### src/rtl/slot_cfg_pkg.sv
package slot_cfg_pkg;
  typedef enum logic [1:0] {
    SEL_BOARD = 2'd0,
    SEL_SLOT  = 2'd1,
    SEL_WIN   = 2'd2,
    SEL_NONE  = 2'd3
  } host_sel_e;

  // register indices inside a slot bank
  localparam int CHK_REG   = 5;
  localparam int EXT_REG_A = 6;
  localparam int EXT_REG_B = 7;
  // bit positions inside the check register (both active low)
  localparam int CHK_BIT   = 7;
  localparam int STAT_BIT  = 6;
endpackage

### src/rtl/slot_cfg_setup.sv
module slot_cfg_setup #(
  parameter int DW = 8,
  parameter int AW = 4
) (
  input  logic          clk,
  input  logic          rst_n,
  input  logic          wr_board,
  input  logic          wr_slot,
  input  logic [DW-1:0] wdata,
  input  logic          force_off,
  input  logic          clear_slot,
  output logic [DW-1:0] board_q,
  output logic [AW-1:0] slot_q
);
  logic [DW-1:0] board_d;
  logic [AW-1:0] slot_d;

  always_comb begin
    board_d = board_q;
    if (force_off)     board_d = '1;
    else if (wr_board) board_d = wdata;
  end

  always_comb begin
    slot_d = slot_q;
    if (clear_slot)   slot_d = '0;
    else if (wr_slot) slot_d = wdata[AW-1:0];
  end

  always_ff @(posedge clk or negedge rst_n) begin
    if (!rst_n) begin
      board_q <= '1;
      slot_q  <= '0;
    end else begin
      board_q <= board_d;
      slot_q  <= slot_d;
    end
  end
endmodule

### src/rtl/slot_cfg_bank.sv
module slot_cfg_bank
  import slot_cfg_pkg::*;
#(
  parameter int SLOTS = 8,
  parameter int REGS  = 8,
  parameter int DW    = 8,
  localparam int SW   = $clog2(SLOTS),
  localparam int RW   = $clog2(REGS)
) (
  input  logic          clk,
  input  logic          rst_n,
  input  logic          we,
  input  logic [SW-1:0] wslot,
  input  logic [RW-1:0] wreg,
  input  logic [DW-1:0] wdata,
  input  logic [SW-1:0] rslot,
  input  logic [RW-1:0] rreg,
  output logic [DW-1:0] rdata,
  input  logic [SW-1:0] sslot,
  output logic [DW-1:0] s_chk,
  output logic [DW-1:0] s_ext_a,
  output logic [DW-1:0] s_ext_b
);
  logic [REGS-1:0][DW-1:0] mem_q [SLOTS];

  for (genvar g = 0; g < SLOTS; g++) begin : g_row
    logic [REGS-1:0][DW-1:0] row_d;
    logic                    row_en;

    assign row_en = we && (wslot == SW'(g));

    always_comb begin
      row_d = mem_q[g];
      row_d[wreg] = wdata;
    end

    always_ff @(posedge clk or negedge rst_n) begin
      if (!rst_n)      mem_q[g] <= '1;
      else if (row_en) mem_q[g] <= row_d;
    end
  end

  assign rdata   = mem_q[rslot][rreg];
  assign s_chk   = mem_q[sslot][CHK_REG];
  assign s_ext_a = mem_q[sslot][EXT_REG_A];
  assign s_ext_b = mem_q[sslot][EXT_REG_B];
endmodule

### src/rtl/slot_cfg_scanner.sv
module slot_cfg_scanner
  import slot_cfg_pkg::*;
#(
  parameter int SLOTS = 8,
  parameter int DW    = 8,
  localparam int SW   = $clog2(SLOTS),
  localparam int NW   = SW + 1
) (
  input  logic             clk,
  input  logic             rst_n,
  input  logic             start,
  input  logic [DW-1:0]    chk_byte,
  input  logic [DW-1:0]    ext_a,
  input  logic [DW-1:0]    ext_b,
  output logic [SW-1:0]    cur_slot,
  output logic             begin_p,
  output logic             end_p,
  output logic             busy,
  output logic             done,
  output logic [SLOTS-1:0] mask,
  output logic [NW-1:0]    first_slot,
  output logic             ev,
  output logic [DW-1:0]    e6,
  output logic [DW-1:0]    e7,
  output logic             nonslot
);
  // working state
  logic             busy_q, busy_d;
  logic [SW-1:0]    idx_q, idx_d;
  logic [SLOTS-1:0] wmask_q, wmask_d;
  logic             wfound_q, wfound_d;
  logic [NW-1:0]    wfirst_q, wfirst_d;
  logic             wev_q, wev_d;
  logic [DW-1:0]    w6_q, w6_d, w7_q, w7_d;
  // committed results
  logic             done_d, nonslot_d, commit;
  logic [SLOTS-1:0] mask_q;
  logic [NW-1:0]    first_q;
  logic             ev_q;
  logic [DW-1:0]    e6_q, e7_q;

  logic start_ok, hit, take, last;

  assign start_ok = start && !busy_q;
  assign hit      = !chk_byte[CHK_BIT];
  assign take     = busy_q && hit && !wfound_q;
  assign last     = (idx_q == SW'(SLOTS - 1));
  assign commit   = busy_q && last;

  always_comb begin
    busy_d   = busy_q;
    idx_d    = idx_q;
    wmask_d  = wmask_q;
    wfound_d = wfound_q;
    wfirst_d = wfirst_q;
    wev_d    = wev_q;
    w6_d     = w6_q;
    w7_d     = w7_q;
    done_d   = 1'b0;
    nonslot_d = 1'b0;
    if (start_ok) begin
      busy_d   = 1'b1;
      idx_d    = '0;
      wmask_d  = '0;
      wfound_d = 1'b0;
      wfirst_d = '0;
      wev_d    = 1'b0;
      w6_d     = '0;
      w7_d     = '0;
    end else if (busy_q) begin
      wmask_d[idx_q] = hit;
      if (take) begin
        wfound_d = 1'b1;
        wfirst_d = {1'b0, idx_q} + NW'(1);
        wev_d    = !chk_byte[STAT_BIT];
        w6_d     = chk_byte[STAT_BIT] ? '0 : ext_a;
        w7_d     = chk_byte[STAT_BIT] ? '0 : ext_b;
      end
      idx_d = idx_q + SW'(1);
      if (last) begin
        busy_d    = 1'b0;
        done_d    = 1'b1;
        nonslot_d = (wmask_d == '0);
      end
    end
  end

  always_ff @(posedge clk or negedge rst_n) begin
    if (!rst_n) begin
      busy_q   <= 1'b0;
      idx_q    <= '0;
      wmask_q  <= '0;
      wfound_q <= 1'b0;
      wfirst_q <= '0;
      wev_q    <= 1'b0;
      w6_q     <= '0;
      w7_q     <= '0;
      done     <= 1'b0;
      nonslot  <= 1'b0;
    end else begin
      busy_q   <= busy_d;
      idx_q    <= idx_d;
      wmask_q  <= wmask_d;
      wfound_q <= wfound_d;
      wfirst_q <= wfirst_d;
      wev_q    <= wev_d;
      w6_q     <= w6_d;
      w7_q     <= w7_d;
      done     <= done_d;
      nonslot  <= nonslot_d;
    end
  end

  always_ff @(posedge clk or negedge rst_n) begin
    if (!rst_n) begin
      mask_q  <= '0;
      first_q <= '0;
      ev_q    <= 1'b0;
      e6_q    <= '0;
      e7_q    <= '0;
    end else if (commit) begin
      mask_q  <= wmask_d;
      first_q <= wfirst_d;
      ev_q    <= wev_d;
      e6_q    <= w6_d;
      e7_q    <= w7_d;
    end
  end

  assign cur_slot   = idx_q;
  assign begin_p    = start_ok;
  assign end_p      = commit;
  assign busy       = busy_q;
  assign mask       = mask_q;
  assign first_slot = first_q;
  assign ev         = ev_q;
  assign e6         = e6_q;
  assign e7         = e7_q;
endmodule

### src/rtl/slot_cfg_scan.sv
module slot_cfg_scan
  import slot_cfg_pkg::*;
#(
  parameter int SLOTS = 8,
  parameter int REGS  = 8,
  parameter int DW    = 8,
  localparam int SW   = $clog2(SLOTS),
  localparam int RW   = $clog2(REGS),
  localparam int AW   = SW + 1,
  localparam int NW   = SW + 1
) (
  input  logic             clk,
  input  logic             rst_n,
  input  logic             host_wr,
  input  logic [1:0]       host_sel,
  input  logic [RW-1:0]    host_reg,
  input  logic [DW-1:0]    host_wdata,
  output logic [DW-1:0]    host_rdata,
  input  logic             scan_start,
  output logic             scan_busy,
  output logic             scan_done,
  output logic [SLOTS-1:0] chk_mask,
  output logic [NW-1:0]    chk_first_slot,
  output logic             ext_valid,
  output logic [DW-1:0]    ext_pos6,
  output logic [DW-1:0]    ext_pos7,
  output logic             nonslot_err
);
  host_sel_e     sel;
  logic [DW-1:0] board_q;
  logic [AW-1:0] slot_q;
  logic          wr_ok, win_open, begin_p, end_p;
  logic [SW-1:0] scan_slot;
  logic [DW-1:0] bank_rdata, s_chk, s_ext_a, s_ext_b;

  assign sel      = host_sel_e'(host_sel);
  assign wr_ok    = host_wr && !scan_busy;
  assign win_open = slot_q[AW-1] && (board_q == '1);

  slot_cfg_setup #(.DW(DW), .AW(AW)) setup_i (
    .clk        (clk),
    .rst_n      (rst_n),
    .wr_board   (wr_ok && sel == SEL_BOARD),
    .wr_slot    (wr_ok && sel == SEL_SLOT),
    .wdata      (host_wdata),
    .force_off  (begin_p),
    .clear_slot (end_p),
    .board_q    (board_q),
    .slot_q     (slot_q)
  );

  slot_cfg_bank #(.SLOTS(SLOTS), .REGS(REGS), .DW(DW)) bank_i (
    .clk     (clk),
    .rst_n   (rst_n),
    .we      (wr_ok && sel == SEL_WIN && win_open),
    .wslot   (slot_q[SW-1:0]),
    .wreg    (host_reg),
    .wdata   (host_wdata),
    .rslot   (slot_q[SW-1:0]),
    .rreg    (host_reg),
    .rdata   (bank_rdata),
    .sslot   (scan_slot),
    .s_chk   (s_chk),
    .s_ext_a (s_ext_a),
    .s_ext_b (s_ext_b)
  );

  slot_cfg_scanner #(.SLOTS(SLOTS), .DW(DW)) scan_i (
    .clk        (clk),
    .rst_n      (rst_n),
    .start      (scan_start),
    .chk_byte   (s_chk),
    .ext_a      (s_ext_a),
    .ext_b      (s_ext_b),
    .cur_slot   (scan_slot),
    .begin_p    (begin_p),
    .end_p      (end_p),
    .busy       (scan_busy),
    .done       (scan_done),
    .mask       (chk_mask),
    .first_slot (chk_first_slot),
    .ev         (ext_valid),
    .e6         (ext_pos6),
    .e7         (ext_pos7),
    .nonslot    (nonslot_err)
  );

  always_comb begin
    unique case (sel)
      SEL_BOARD: host_rdata = board_q;
      SEL_SLOT:  host_rdata = DW'(slot_q);
      SEL_WIN:   host_rdata = win_open ? bank_rdata : '1;
      default:   host_rdata = '1;
    endcase
  end
endmodule

### config.mk
export PLATFORM = sky130hd
export DESIGN_NAME = slot_cfg_scan
export DESIGN_NICKNAME = d
export VERILOG_FILES = /design/src/rtl/slot_cfg_pkg.sv /design/src/rtl/slot_cfg_setup.sv /design/src/rtl/slot_cfg_bank.sv /design/src/rtl/slot_cfg_scanner.sv /design/src/rtl/slot_cfg_scan.sv
export SDC_FILE = /design/constraint.sdc
export NUM_CORES = 1
export LEC_CHECK = 0
export BUFFER_PORTS_ARGS = -buffer_cell sky130_fd_sc_hd__buf_2
export CAP_MARGIN = 20
export CORE_AREA = 2 2 257 259
export DETAILED_ROUTE_END_ITERATION = 6
export DIE_AREA = 0 0 259 261
export SLEW_MARGIN = 20
export SYNTH_ARGS = -nofsm -noshare
export SYNTH_HDL_FRONTEND = slang
export SYNTH_SLANG_ARGS = --single-unit
### constraint.sdc
create_clock -name clk -period 3.3 [get_ports clk]
set_clock_uncertainty 0.05 [all_clocks]
set_input_delay 0.33 -clock clk [delete_from_list [all_inputs] [get_ports clk]]
set_output_delay 0.33 -clock clk [all_outputs]
set_load 0.05 [all_outputs]
==> metrics.md <==
| Metric | Value |
|---|---|
| Status | `finished, violations left` |
| Failing checks | `negative setup slack` |
| Fin worst setup slack | `-0.0835 ns` |
| Post-placement cell count | `2871` |
| First-pass GRT wire length | `121000 microns` |
| Share of layout cells above drive strength 1 | `0.745` |
| Reg2reg start | `setup_i.board_q[1]$_DFFE_PN1P_` |
| Setup crit end kind | `primary output` |
| Async SR Flop Fraction | `1.00` |
| Cts bufs inserted | `68` |
| Clock sink count | `a little under 600` |
| CP Class | `register to primary output` |
| Hold Path Class | `primary input to register` |
| Worst-margin pin slew | `between 0.8 and 0.9 ns` |
| Cell variety after synth | `67` |
| Clock-pin transition on the worst setup and hold timing paths | `0.06 ns` |
| Clock buffer depth | `3` |
| Synthesized flop and latch total | `589` |
| RePlAce Congestion | `0.894` |
| H-Tree Depth | `3` |
| Global route overflow | `0` |
| Critical Path RT | `2.92 ns` |
| Hold WS | `0.130 ns` |
| Vias/cell | `slightly below 6` |
| Worst setup path start | `setup_i.slot_q[0]$_DFFE_PN0P_` |
| FF-to-FF End | `bank_i.mem_q[120]$_DFFE_PN1P_` |
| RSZ-0062 raised after global routing | `true` |
| Worst EP arrival | `3.00 ns` |
| Normalized max-slew margin | `0.446` |
| Routed WL | `79600 microns` |
| Slew Limit Fails | `0` |
| Pre-antenna DRT Iters | `5` |
| Synthesized area per cell | `14.5 sq um` |
| Worst setup path end | `host_rdata[0]` |
| Die width | `259 microns` |
| Power Dens Cells | `626 mW/mm^2` |
| Num rows | `94` |
| Post-Layout Cell Count | `3030` |
| FF-to-FF setup slack | `about 0.36 ns` |
| Most frequent cells in the layout | `dfstp_2 (520), mux2_2 (497), mux4_2 (145), buf_4 (101), nand2_1 (89)` |
| Max Cap Violations | `0` |
| Placed Area | `0.0308 sq mm` |
| Yosys Warn Count | `0` |
| DRT antenna net count | `0` |
| Post-synth EDFFs | `0` |
| Final Instance Area | `0.0341 sq mm` |
| Overall die height | `261 microns` |
| Fmax | `296 MHz` |
| Initial antenna violation count | `1` |
| Gr usage total | `0.238` |
| Final critical-path share of the clock period | `1.03` |
| Largest net degree at the start of global routing | `85` |
| Initial drt markers | `~1.2k` |
| Syn Inst Count | `between 1.5k and 2k` |
| CP Launch Type | `register` |
| Post-synthesis sequential area ratio | `0.532` |
| WL per Instance | `approximately 26 microns` |
| VDD IR-drop max | `between 0.5 and 0.6 mV` |
| LEAKAGE | `0.0136 uW` |
| Num ports | `between 50 and 60` |
| Commonest non-fill, non-tap cell in the layout | `dfstp_2` |
| TritonCTS clock tree | `built` |
| DRC | `0` |
| Initial Util | `0.445` |
| Final hold vios | `0` |
| Inserted Diodes | `0` |
| Port Buf Inserts | `56` |
| Final nets | `2133` |
| Die Area | `around 0.068 sq mm` |
| Crit-path max FO | `8` |
| Setup violators final | `7` |
| Area growth syn-to-layout | `17.9%` |
| Vias in the first global route | `18.7k` |
| CTS root buf | `clkbuf_16` |
| Post-DP HPWL | `52000 microns` |
| Skew-Pair Late Insertion Delay | `0.61 ns` |
| R2r worst-path depth | `6` |
| Via count | `about 18k` |
| Worst Hold Launch | `host_wdata[0]` |
| Post-layout min period | `3.38 ns` |
| Mapped cell area | `0.0289 sq mm` |
| CORE AREA | `~0.065 sq mm` |
| Syn Nets | `2012` |
| Most used DFF post-synth | `dfstp_2` |
-- where the power goes --
part	leakage, uW	internal, uW	switching (uW)
combinational	0.00626	2490	3590
sequential	0.00626	7620	316
clock	0.00104	4300	3040
-- routing by layer --
layer | vias to the layer above | track usage | share of wire
met5 | - | 0 | 0.00020
met4 | 2 | 0.0803 | 0.029
met1 | 9491 | 0.329 | 0.44
li1 | 7692 | - | -
met3 | 142 | 0.0487 | 0.059
met2 | 473 | 0.376 | 0.47
-- synthesized netlist by cell type, types with 9 or more instances --
cell type    n  area [sq um]
mux2_2     497          5600
clkbuf_1   110           413
o22ai_1     11          68.8
and3b_1     10          87.6
buf_2       14          70.1
mux2_1      23           259
a21oi_1     24           120
nor2b_1     15          93.8
and3_1       9          56.3
nor3_1      12          60.1
mux2i_1     84           841
mux4_2     145          3270
nor2_1      43           161
o21ai_0     45           225
nand2_2     32           200
buf_1       23          86.3
dfstp_2    520         13700
a22oi_1     22           165
dfrtp_1     69          1730
nand3_1     20           100
nand2b_1    21           131
nand2_1     91           342
nor2_2      32           200
-- layout make-up --
| type | instances | area, sq um |
|---|---|---|
| Fill cell | 5358 | 30900 |
| Sequential cell | 589 | 15400 |
| Multi-Input combinational cell | 1247 | 13400 |
| Timing Repair Buffer | 201 | 1990 |
| Clock buffer | 107 | 1980 |
| Tap cell | 864 | 1080 |
| Clock inverter | 15 | 165 |
| Inverter | 7 | 26.3 |
-- cell families (layout without fill, tap and decap cells) --
| family | after synthesis | in the layout | synth area share |
|---|---|---|---|
| adders and majority gates | 2 | 2 | 0.000865 |
| muxes | 749 | 749 | 0.344 |
| AOI/OAI and AO/OA | 161 | 161 | 0.0365 |
| and+or+nand+nor | 335 | 335 | 0.0649 |
| buffers and inverters | 157 | 330 | 0.0215 |
| DFF | 589 | 589 | 0.532 |
-- worst min-delay path by stage --
stage	endpoint	slack, ns	cells past startpoint
after floorplan	scan_i.busy$_DFF_PN0_	-0.02	0
after global placement	scan_i.e7[5]$_DFFE_PN0P_	0.30	1
after detailed placement	scan_i.e7[1]$_DFFE_PN0P_	0.30	1
after CTS	setup_i.board_q[0]$_DFFE_PN1P_	0.1	3
after global routing	setup_i.board_q[0]$_DFFE_PN1P_	0.17	3
final	setup_i.board_q[0]$_DFFE_PN1P_	0.13	3
-- critical path: stages, from the launching register on --
cell and delay, ns:
dfrtp_4 0.45, buf_12 0.17, clkbuf_16 0.20, mux4_2 0.54
mux2i_4 0.21, o221ai_4 0.19, nor4_4 0.34, a21oi_2 0.11
buf_6 0.18
-- per-stage QoR --
stage	power (uW)	utilization	worst slack [ns]	setup TNS, ns
after floorplan	11300	-	0.126	0
after global placement	13000	0.473	0.118	0
after detailed placement	13100	0.473	0.175	0
after CTS	21200	0.519	-0.0902	-0.413
after global routing	22200	0.524	-0.138	-0.583
final	21300	0.524	-0.0835	-0.285
-- what timing repair did --
action                     in CTS  in global routing
buffers inserted               19                 10
cloned                          4                  5
gates resized for setup        99                 32
hold buffers                    2                  0
hold endpoints to repair       11                  0
pin swaps                      15                 17
setup endpoints to repair       8                  8
-- sequential cells by signal (all words and copies together), names as in the netlist --
signal / count
bank_i.mem_q: 512
scan_i.busy: 1
scan_i.cur_slot: 3
scan_i.done: 1
scan_i.e6: 8
scan_i.e7: 8
scan_i.ev: 1
scan_i.first_slot: 4
scan_i.mask: 8
scan_i.nonslot: 1
scan_i.w6_q: 8
scan_i.w7_q: 8
scan_i.wev_q: 1
scan_i.wfirst_q: 4
scan_i.wfound_q: 1
scan_i.wmask_q: 8
setup_i.board_q: 8
setup_i.slot_q: 4
(Power assumes the default switching activity.)
